===== src/rtl/pm_irq_pkg.sv =====
package pm_irq_pkg;
  localparam int unsigned DATA_W    = 32;
  localparam int unsigned CAUSE_OFF = 32'h50;
  localparam int unsigned MASK_OFF  = 32'h54;
  localparam int unsigned INDEX_OFF = 32'h58;
  localparam int unsigned VALID_BIT = 31;

  typedef enum logic [1:0] {
    SEL_NONE,
    SEL_CAUSE,
    SEL_MASK,
    SEL_INDEX
  } reg_sel_e;
endpackage


===== src/rtl/pm_irq_cause.sv =====
module pm_irq_cause #(
  parameter int unsigned NUM_SRC = 32
) (
  input  logic               clk_i,
  input  logic               rst_ni,
  input  logic [NUM_SRC-1:0] evt_i,
  input  logic               wr_en_i,
  input  logic [NUM_SRC-1:0] wdata_i,
  output logic [NUM_SRC-1:0] cause_o
);
  logic [NUM_SRC-1:0] cause_q, cause_d;

  // write lands first, events OR on top so none is lost
  always_comb begin
    cause_d = wr_en_i ? wdata_i : cause_q;
    cause_d = cause_d | evt_i;
  end

  always_ff @(posedge clk_i or negedge rst_ni) begin
    if (!rst_ni) cause_q <= '0;
    else         cause_q <= cause_d;
  end

  assign cause_o = cause_q;

  a_r3_evt_sets: assert property (@(posedge clk_i) disable iff (!rst_ni)
    (|evt_i) |=> ((cause_q & $past(evt_i)) == $past(evt_i)));

  a_r4_hold: assert property (@(posedge clk_i) disable iff (!rst_ni)
    (!wr_en_i && evt_i == '0) |=> $stable(cause_q));

  a_r6_evt_over_wr: assert property (@(posedge clk_i) disable iff (!rst_ni)
    wr_en_i |=> (cause_q == ($past(wdata_i) | $past(evt_i))));
endmodule


===== src/rtl/pm_irq_mask.sv =====
module pm_irq_mask #(
  parameter int unsigned NUM_SRC = 32
) (
  input  logic               clk_i,
  input  logic               rst_ni,
  input  logic               wr_en_i,
  input  logic [NUM_SRC-1:0] wdata_i,
  output logic [NUM_SRC-1:0] mask_o
);
  logic [NUM_SRC-1:0] mask_q;

  always_ff @(posedge clk_i or negedge rst_ni) begin
    if (!rst_ni)      mask_q <= '0;
    else if (wr_en_i) mask_q <= wdata_i;
  end

  assign mask_o = mask_q;

  a_r7_mask_wr: assert property (@(posedge clk_i) disable iff (!rst_ni)
    wr_en_i |=> (mask_q == $past(wdata_i)));

  a_r7_mask_hold: assert property (@(posedge clk_i) disable iff (!rst_ni)
    !wr_en_i |=> $stable(mask_q));
endmodule


===== src/rtl/pm_irq_prio.sv =====
module pm_irq_prio #(
  parameter int unsigned NUM_SRC = 32,
  localparam int unsigned IDX_W = (NUM_SRC > 1) ? $clog2(NUM_SRC) : 1
) (
  input  logic [NUM_SRC-1:0] pend_i,
  output logic               valid_o,
  output logic [IDX_W-1:0]   idx_o
);
  // ascending scan, last hit wins -> highest bit has priority
  always_comb begin
    idx_o = '0;
    for (int unsigned i = 0; i < NUM_SRC; i++) begin
      if (pend_i[i]) idx_o = IDX_W'(i);
    end
  end

  assign valid_o = |pend_i;
endmodule


===== src/rtl/pm_irq_ctrl.sv =====
module pm_irq_ctrl
  import pm_irq_pkg::*;
#(
  parameter int unsigned NUM_SRC = 32,
  parameter int unsigned ADDR_W  = 8
) (
  input  logic                clk_i,
  input  logic                rst_ni,
  input  logic [NUM_SRC-1:0]  evt_i,
  input  logic                bus_req_i,
  input  logic                bus_we_i,
  input  logic [ADDR_W-1:0]   bus_addr_i,
  input  logic [DATA_W-1:0]   bus_wdata_i,
  output logic [DATA_W-1:0]   bus_rdata_o,
  output logic                irq_o
);
  localparam int unsigned IDX_W = (NUM_SRC > 1) ? $clog2(NUM_SRC) : 1;

  reg_sel_e           sel;
  logic               wr_cause, wr_mask;
  logic [NUM_SRC-1:0] cause, mask, pend;
  logic               top_valid;
  logic [IDX_W-1:0]   top_idx;

  always_comb begin
    if      (bus_addr_i == ADDR_W'(CAUSE_OFF)) sel = SEL_CAUSE;
    else if (bus_addr_i == ADDR_W'(MASK_OFF))  sel = SEL_MASK;
    else if (bus_addr_i == ADDR_W'(INDEX_OFF)) sel = SEL_INDEX;
    else                                       sel = SEL_NONE;
  end

  assign wr_cause = bus_req_i && bus_we_i && (sel == SEL_CAUSE);
  assign wr_mask  = bus_req_i && bus_we_i && (sel == SEL_MASK);

  pm_irq_cause #(.NUM_SRC(NUM_SRC)) u_cause (
    .clk_i   (clk_i),
    .rst_ni  (rst_ni),
    .evt_i   (evt_i),
    .wr_en_i (wr_cause),
    .wdata_i (bus_wdata_i[NUM_SRC-1:0]),
    .cause_o (cause)
  );

  pm_irq_mask #(.NUM_SRC(NUM_SRC)) u_mask (
    .clk_i   (clk_i),
    .rst_ni  (rst_ni),
    .wr_en_i (wr_mask),
    .wdata_i (bus_wdata_i[NUM_SRC-1:0]),
    .mask_o  (mask)
  );

  assign pend = cause & mask;

  pm_irq_prio #(.NUM_SRC(NUM_SRC)) u_prio (
    .pend_i  (pend),
    .valid_o (top_valid),
    .idx_o   (top_idx)
  );

  assign irq_o = top_valid;

  always_comb begin
    bus_rdata_o = '0;
    unique case (sel)
      SEL_CAUSE: bus_rdata_o[NUM_SRC-1:0] = cause;
      SEL_MASK:  bus_rdata_o[NUM_SRC-1:0] = mask;
      SEL_INDEX: begin
        bus_rdata_o[VALID_BIT]   = top_valid;
        bus_rdata_o[IDX_W-1:0]   = top_valid ? top_idx : '0;
      end
      default:   bus_rdata_o = '0;
    endcase
  end

  a_r8_irq_level: assert property (@(posedge clk_i) disable iff (!rst_ni)
    irq_o == (pend != '0));

  a_r9_idx_top: assert property (@(posedge clk_i) disable iff (!rst_ni)
    top_valid |-> (pend[top_idx] && ((pend >> top_idx) == NUM_SRC'(1))));

  a_r1_reset_quiet: assert property (@(posedge clk_i) disable iff (!rst_ni)
    $rose(rst_ni) |-> (cause == '0 && mask == '0));
endmodule


===== config.mk =====
export PLATFORM = sky130hd
export DESIGN_NAME = pm_irq_ctrl
export DESIGN_NICKNAME = d
export VERILOG_FILES = /design/src/rtl/pm_irq_pkg.sv /design/src/rtl/pm_irq_cause.sv /design/src/rtl/pm_irq_mask.sv /design/src/rtl/pm_irq_prio.sv /design/src/rtl/pm_irq_ctrl.sv
export SDC_FILE = /design/constraint.sdc
export NUM_CORES = 1
export LEC_CHECK = 0
export CAP_MARGIN = 20
export CELL_PAD_IN_SITES_DETAIL_PLACEMENT = 0
export CELL_PAD_IN_SITES_GLOBAL_PLACEMENT = 1
export CORE_AREA = 2 2 109 111
export CTS_CLUSTER_DIAMETER = 120
export DETAILED_ROUTE_END_ITERATION = 6
export DIE_AREA = 0 0 111 113
export GPL_TIMING_DRIVEN = 0
export PLACE_DENSITY_LB_ADDON = 0.12
export SYNTH_ARGS = -nofsm -noshare
export SYNTH_HDL_FRONTEND = slang
export SYNTH_SLANG_ARGS = --single-unit
export TNS_END_PERCENT = 50

===== constraint.sdc =====
create_clock -name clk_i -period 1.5 [get_ports clk_i]
set_input_delay 0.15 -clock clk_i [delete_from_list [all_inputs] [get_ports clk_i]]
set_output_delay 0.15 -clock clk_i [all_outputs]
set_load 0.005 [all_outputs]

==> flow_summary.yaml, run 1 <==
run_status:
  outcome: "finished with violations"
  failed_checks: "negative setup slack"
power_and_ir_drop:
  leakagePower_nw: 2.765
  finalPower_w: 0.004627
  p_per_area_nw_per_um2: 744.3
  vdd_ir_drop_max_mv: 0.5513
worst_setup_path:
  crit_arrival_ns: 2.10
  crit_fanout: 4
  path_class: "reg -> out"
  rr_startpoint: "u_cause.cause_o[11]"
  ff2ff_path_depth: 3
  start_kind: "flip-flop"
  r2r_slack_ns: 0.45
  worstPathRequired_ns: 1.35
  reg2reg_to: "u_cause.cause_o[11]"
  cp-end-kind: "output port"
min_path:
  hold_end: "u_cause.cause_o[25]"
  hp-start: "evt_i[25]"
  hold_depth: 2
  hold_class: "in -> reg"
yosys:
  ys.flop_type: "dfrtp_1"
  synth_top_cell_area_share: 0.4332
  ys_warn_count: 0
  synth_edf_count: 0
  synth_cells: 329
  synth.net_count: 405
  synthDistinctLibCells: 41
  syn_avg_cell_area_um2: 11.24
  netlist_area_um2: 3697
  async_reset_ff_frac: 1.000
  ys_ff_latch: 64
  yosys.area.top_type: "dfrtp_1"
  ys_seq_area_frac: 0.4332
  synth.area.top_cells: "dfrtp_1 (43%), mux2_4 (12%), mux2i_1 (8.7%)"
sta:
  rsz0062_at_grt: "yes"
  period_needed_ns: 2.248
  period_share: 1.498
  hold_viol: 0
  finClkSkew_ns: 0
  fmax_ghz: 0.4449
  setup_violations: 97
  relSlewSlack: 0.4378
  tightestPinTransition_ns: 0.8433
  fin_ws_ns: -0.7476
  drv_slew: 0
drt:
  vias_per_cell: 5.243
  first_iter_violations: 172
  firstDrtPassIters: 4
  wl_um: 12520
  vias: 3366
  drc: 0
  wl_per_cell_um: 19.50
  ant_nets: 0
cells_and_area:
  utilization: 0.5514
  fin_cells: 642
  fillers: 1028
  diodes: 0
  syn2layout_area_growth_pct: 68.12
  nNetsFinal: 570
  drive_gt1_frac: 0.4208
grt:
  grt_max_degree: 65
  grt_pass1_wl_um: 19390
  grt_overflow: 0
  antenna_found_initial: 0
  track_usage: 0.1971
  grt_pass1_vias: 3559
cts:
  root_buffer: "clkbuf_16"
  clkLatencyLatePin_ns: 0.33
  cts_sinks: 64
  clk_pin_slew_ns: 0.06
  clockBufferDepth: 2
  cts_tree: "built"
  cts-buffers-inserted: 9
  htreeDepth: 3
placement:
  portBuffers: 107
  placedCellCount: 579
  place_hpwl_um: 8049
  place_congestion: 0.7988
floorplan:
  die_w_um: 111
  core_area_um2: 11270
  die_area_um2: 12540
  initial_core_util: 0.3280
  die_h_um: 113
  num_rows: 39
  ioPinCount: 109
run:
  drv_cap: 0
[cells by family after synthesis]
logic type	after synthesis	synth area share
buffers and inverters	20	0.03960
multiplexers	64	0.2146
AND/OR/NAND/NOR	101	0.1391
flip-flops	64	0.4332
AO/OA/AOI/OAI	80	0.1736
[flip-flops by register name, indices dropped and copies added (netlist names)]
register	cells
u_mask.mask_o	32
u_cause.cause_o	32
[per-stage QoR]
stage / hold WS [ns] / TNS (ns) / setup WS (ns) / instance area, µm²
floorplan: -0.1456 / -20.14 / -0.4086 / 3719
global placement: 0.5296 / -230.50 / -2.009 / 4969
detailed placement: 0.3118 / -103.57 / -1.239 / 4966
CTS: 0.3855 / -24.22 / -0.7371 / 5943
global route: 0.3949 / -30.45 / -0.7844 / 6216
finish: 0.3886 / -24.61 / -0.7476 / 6216
[critical path, cell delays in order (launching register included)]
cell      delay, ns
dfrtp_1        0.41
a22o_1         0.26
a31oi_2        0.17
o211ai_1       0.11
a22o_1         0.24
a211oi_4       0.30
o32ai_2        0.13
buf_2          0.14
[synthesized netlist by cell type, drive strengths merged (2+ instances only)]
master   n
a211o   32
a21oi    3
a222oi   3
a22o     4
a22oi   14
a31oi    2
a32oi    4
buf     13
clkbuf   5
dfrtp   64
inv      2
mux2    32
mux2i   32
nand2   23
nand3    5
nand4    3
nor2    28
nor2b   33
nor3     4
o211ai   2
o21ai    5
o22ai    2
[placed cells by master, fill, tap and decap left out, types with 3 or more instances in the layout]
| cell | n |
|---|---|
| nand3_1 | 4 |
| a21oi_1 | 3 |
| clkdlybuf4s50_1 | 67 |
| a22oi_2 | 12 |
| nand2_1 | 20 |
| nor2b_1 | 32 |
| buf_8 | 3 |
| clkinv_2 | 3 |
| a22o_1 | 4 |
| mux2i_1 | 32 |
| a32oi_1 | 4 |
| mux2_4 | 30 |
| buf_2 | 29 |
| dfrtp_1 | 61 |
| clkbuf_16 | 19 |
| a211o_1 | 32 |
| a222oi_1 | 3 |
| buf_12 | 11 |
| dfrtp_2 | 3 |
| nand4_1 | 3 |
| nor2_4 | 22 |
| nor2_2 | 5 |
| buf_4 | 21 |
| buf_6 | 24 |
[per-layer routing]
layer  up-vias  share of wire  global-route usage
met5         -              0                   0
met4         0          0.011             0.04083
met3        13          0.047             0.04499
met2       108           0.47              0.3211
met1      1684           0.47              0.2714
li1       1561              -                   -
[timing repair]
item | CTS | global route
pin swaps | 74 | 27
setup endpoints to repair | 97 | 97
gates cloned | 5 | 4
hold endpoints to repair | 64 | 0
setup buffers | 34 | 6
hold buffers | 1 | 0
gates resized for setup | 278 | 29
[worst max-delay path by stage]
stage / cells after the start / end / startpoint / slack [ns]
2_1_floorplan: 8 / u_mask.mask_o[0] / bus_addr_i[7] / -0.41
3_3_place_gp: 1 / u_cause.cause_o[30] / rst_ni / -2.01
3_5_place_dp: 9 / u_cause.cause_o[19] / bus_addr_i[7] / -1.24
4_1_cts: 7 / bus_rdata_o[0] / u_mask.mask_o[5] / -0.74
5_1_grt: 7 / bus_rdata_o[0] / u_mask.mask_o[5] / -0.78
6_report: 7 / bus_rdata_o[0] / u_mask.mask_o[5] / -0.75
[where the power goes]
| group | leakage [nW] | internal, W | switching (W) |
|---|---|---|---|
| sequential | 0.722 | 0.00175 | 0.0000310 |
| combinational | 1.90 | 0.000439 | 0.000342 |
| clock | 0.138 | 0.00128 | 0.000786 |
[final cells by class]
cell class | instances | area, µm² | share of cell area
plain buffers | 17 | 280.3 | 0.04509
clock buffers | 10 | 229.0 | 0.03684
repair buffers | 155 | 1550 | 0.2494
flip-flops and latches | 64 | 1605 | 0.2583
clock inverters | 6 | 60.06 | 0.009662
inverters | 2 | 7.507 | 0.001208
multi-input cells | 245 | 2305 | 0.3708
well taps | 143 | 178.9 | 0.02878
Note: power is estimated with default switching activity, not from simulation.
==> inputs of run 2 (changes only) <==
--- a/config.mk
+++ b/config.mk
@@ -9,7 +9,6 @@
 export CELL_PAD_IN_SITES_DETAIL_PLACEMENT = 0
 export CELL_PAD_IN_SITES_GLOBAL_PLACEMENT = 1
 export CORE_AREA = 2 2 109 111
-export CTS_CLUSTER_DIAMETER = 120
 export DETAILED_ROUTE_END_ITERATION = 6
 export DIE_AREA = 0 0 111 113
 export GPL_TIMING_DRIVEN = 0
==> results of run 2 <==
Same layout as run 1: the final DEF is identical, and so are final timing and power.
==> inputs of run 3 (changes only) <==
==> constraint.sdc (replaced) <==
create_clock -name clk_i -period 2 [get_ports clk_i]
set_input_delay 0.2 -clock clk_i [delete_from_list [all_inputs] [get_ports clk_i]]
set_output_delay 0.2 -clock clk_i [all_outputs]
set_load 0.005 [all_outputs]
==> run 3 against run 2 <==
Critical endpoint unchanged. Combinational power down 31%. First-iteration DRC count down 20%. The flow finishes with violations (negative hold slack, negative setup slack). Critical path depth unchanged. Die area unchanged.
==> flow_summary.yaml, run 3 (synthesis results as in run 1) <==
worst_setup_path:
  cp-end-kind: "output port"
  worstPathRequired_ns: 1.80
  crit_fanout: 5
  start_kind: "flip-flop"
  path_class: "reg -> out"
  crit_arrival_ns: 2.10
cts:
  cts_hold_buf: 0
  cts-buffers-inserted: 9
  htreeDepth: 3
  clockBufferDepth: 2
  clkLatencyLatePin_ns: 0.32
  cts_sinks: 64
  root_buffer: "clkbuf_16"
  cts_tree: "built"
  clk_pin_slew_ns: 0.05
cells_and_area:
  diodes: 0
  nNetsFinal: 554
  syn2layout_area_growth_pct: 54.59
  drive_gt1_frac: 0.3610
  fin_cells: 625
  utilization: 0.5070
  mostFrequentLayoutCell: "clkdlybuf4s50_1"
  layout_common_cells: "clkdlybuf4s50_1 (68), dfrtp_1 (62), buf_2 (33), nor2b_1 (33)"
run_status:
  failed_checks: "negative hold slack, negative setup slack"
  outcome: "finished with violations"
power_and_ir_drop:
  clockPowerShare: 0.452
  p_sw_frac: 0.2377
  leakagePower_nw: 2.557
  sequentialPowerShare: 0.390
  combPwrFrac: 0.157
  switching_power_w: 0.0008139
  internal-power_w: 0.002611
  p_per_area_nw_per_um2: 599.2
  finalPower_w: 0.003425
  vdd_ir_drop_max_mv: 0.3888
sta:
  fin_ws_ns: -0.3039
  relSlewSlack: 0.4151
  period_needed_ns: 2.304
  finClkSkew_ns: 0
  tightestPinTransition_ns: 0.8774
  setup_violations: 7
  hold_ws_ns: -0.05230
  rsz0062_at_grt: "yes"
  fmax_ghz: 0.4340
  drv_slew: 0
  hold_viol: 15
  period_share: 1.152
grt:
  grt_max_degree: 65
  grt_overflow: 0
  grt_pass1_wl_um: 18900
  grt_pass1_vias: 3438
  antenna_found_initial: 0
  track_usage: 0.1917
drt:
  vias: 3239
  first_iter_violations: 137
  firstDrtPassIters: 4
  wl_um: 11820
  ant_nets: 0
  wl_per_cell_um: 18.91
  drc: 0
  vias_per_cell: 5.182
placement:
  placedCellCount: 579
  place_hpwl_um: 7927
  place_ws_ns: -0.7627
  place_congestion: 0.7787
  portBuffers: 107
floorplan:
  num_rows: 39
  die_area_um2: 12540
  initial_core_util: 0.3280
  die_w_um: 111
  core_area_um2: 11270
  die_h_um: 113
  ioPinCount: 109
run:
  drv_cap: 0
min_path:
  hold_class: "in -> async"
[run 3: final timing paths]
check,slack [ns],cells past startpoint,start,endpoint
max in group asynchronous,1.41,1,rst_ni,u_cause.cause_o[5]
min in group clk_i,0.44,2,evt_i[30],u_cause.cause_o[30]
worst min register to register,0.57,1,u_mask.mask_o[0],u_mask.mask_o[0]
worst max-delay path,-0.30,7,u_cause.cause_o[5],bus_rdata_o[0]
worst max register to register,0.93,3,u_cause.cause_o[14],u_cause.cause_o[14]
worst min-delay path,-0.05,1,rst_ni,u_cause.cause_o[14]
[run 3: power by group through the flow]
stage	logic, W	clock network [W]	registers [W]
floorplan	0.000186	0	0.00135
global placement	0.000449	0	0.00136
detailed placement	0.000446	0	0.00136
CTS	0.000526	0.00157	0.00134
global route	0.000582	0.00163	0.00134
finish	0.000539	0.00155	0.00134
[run 3: final cells by class]
cell class / instances / area, µm²
sequential: 64 / 1604
inverter: 2 / 7.507
clock inverter: 4 / 45.04
multi-input combinational: 245 / 2136
tap: 143 / 178.9
clock buffer: 11 / 242.7
fill: 1034 / 5557
buffer: 18 / 234.0
timing repair buffer: 138 / 1267
[run 3: routing by layer]
metal,GRT usage,vias up,wire length (µm)
met5,0,-,0
met4,0.04833,0,93
met3,0.04928,6,545
met2,0.3063,85,5523
met1,0.2616,1605,5653
li1,-,1543,-
[run 3: timing repair]
item,4_1_cts,5_1_grt
resized for setup,213,15
pin swaps,25,10
endpoints found under the setup margin,95,57
cloned,4,3
buffers inserted,22,4
[run 3: through the flow]
stage                     cell area [µm²]  setup TNS, ns
after CTS                            5602        -0.7051
after global placement               4947        -160.83
after global routing                 5715         -1.771
after detailed placement             4945         -58.69
after floorplan                      3697              0
final                                5715         -1.074
[run 3: worst max-delay path, cell delays in order, from the launching register on]
cell      delay [ns]
dfrtp_2         0.43
a22o_1          0.23
a31oi_2         0.17
o211ai_1        0.12
a22o_1          0.24
a211oi_4        0.30
o32ai_2         0.14
buf_2           0.14
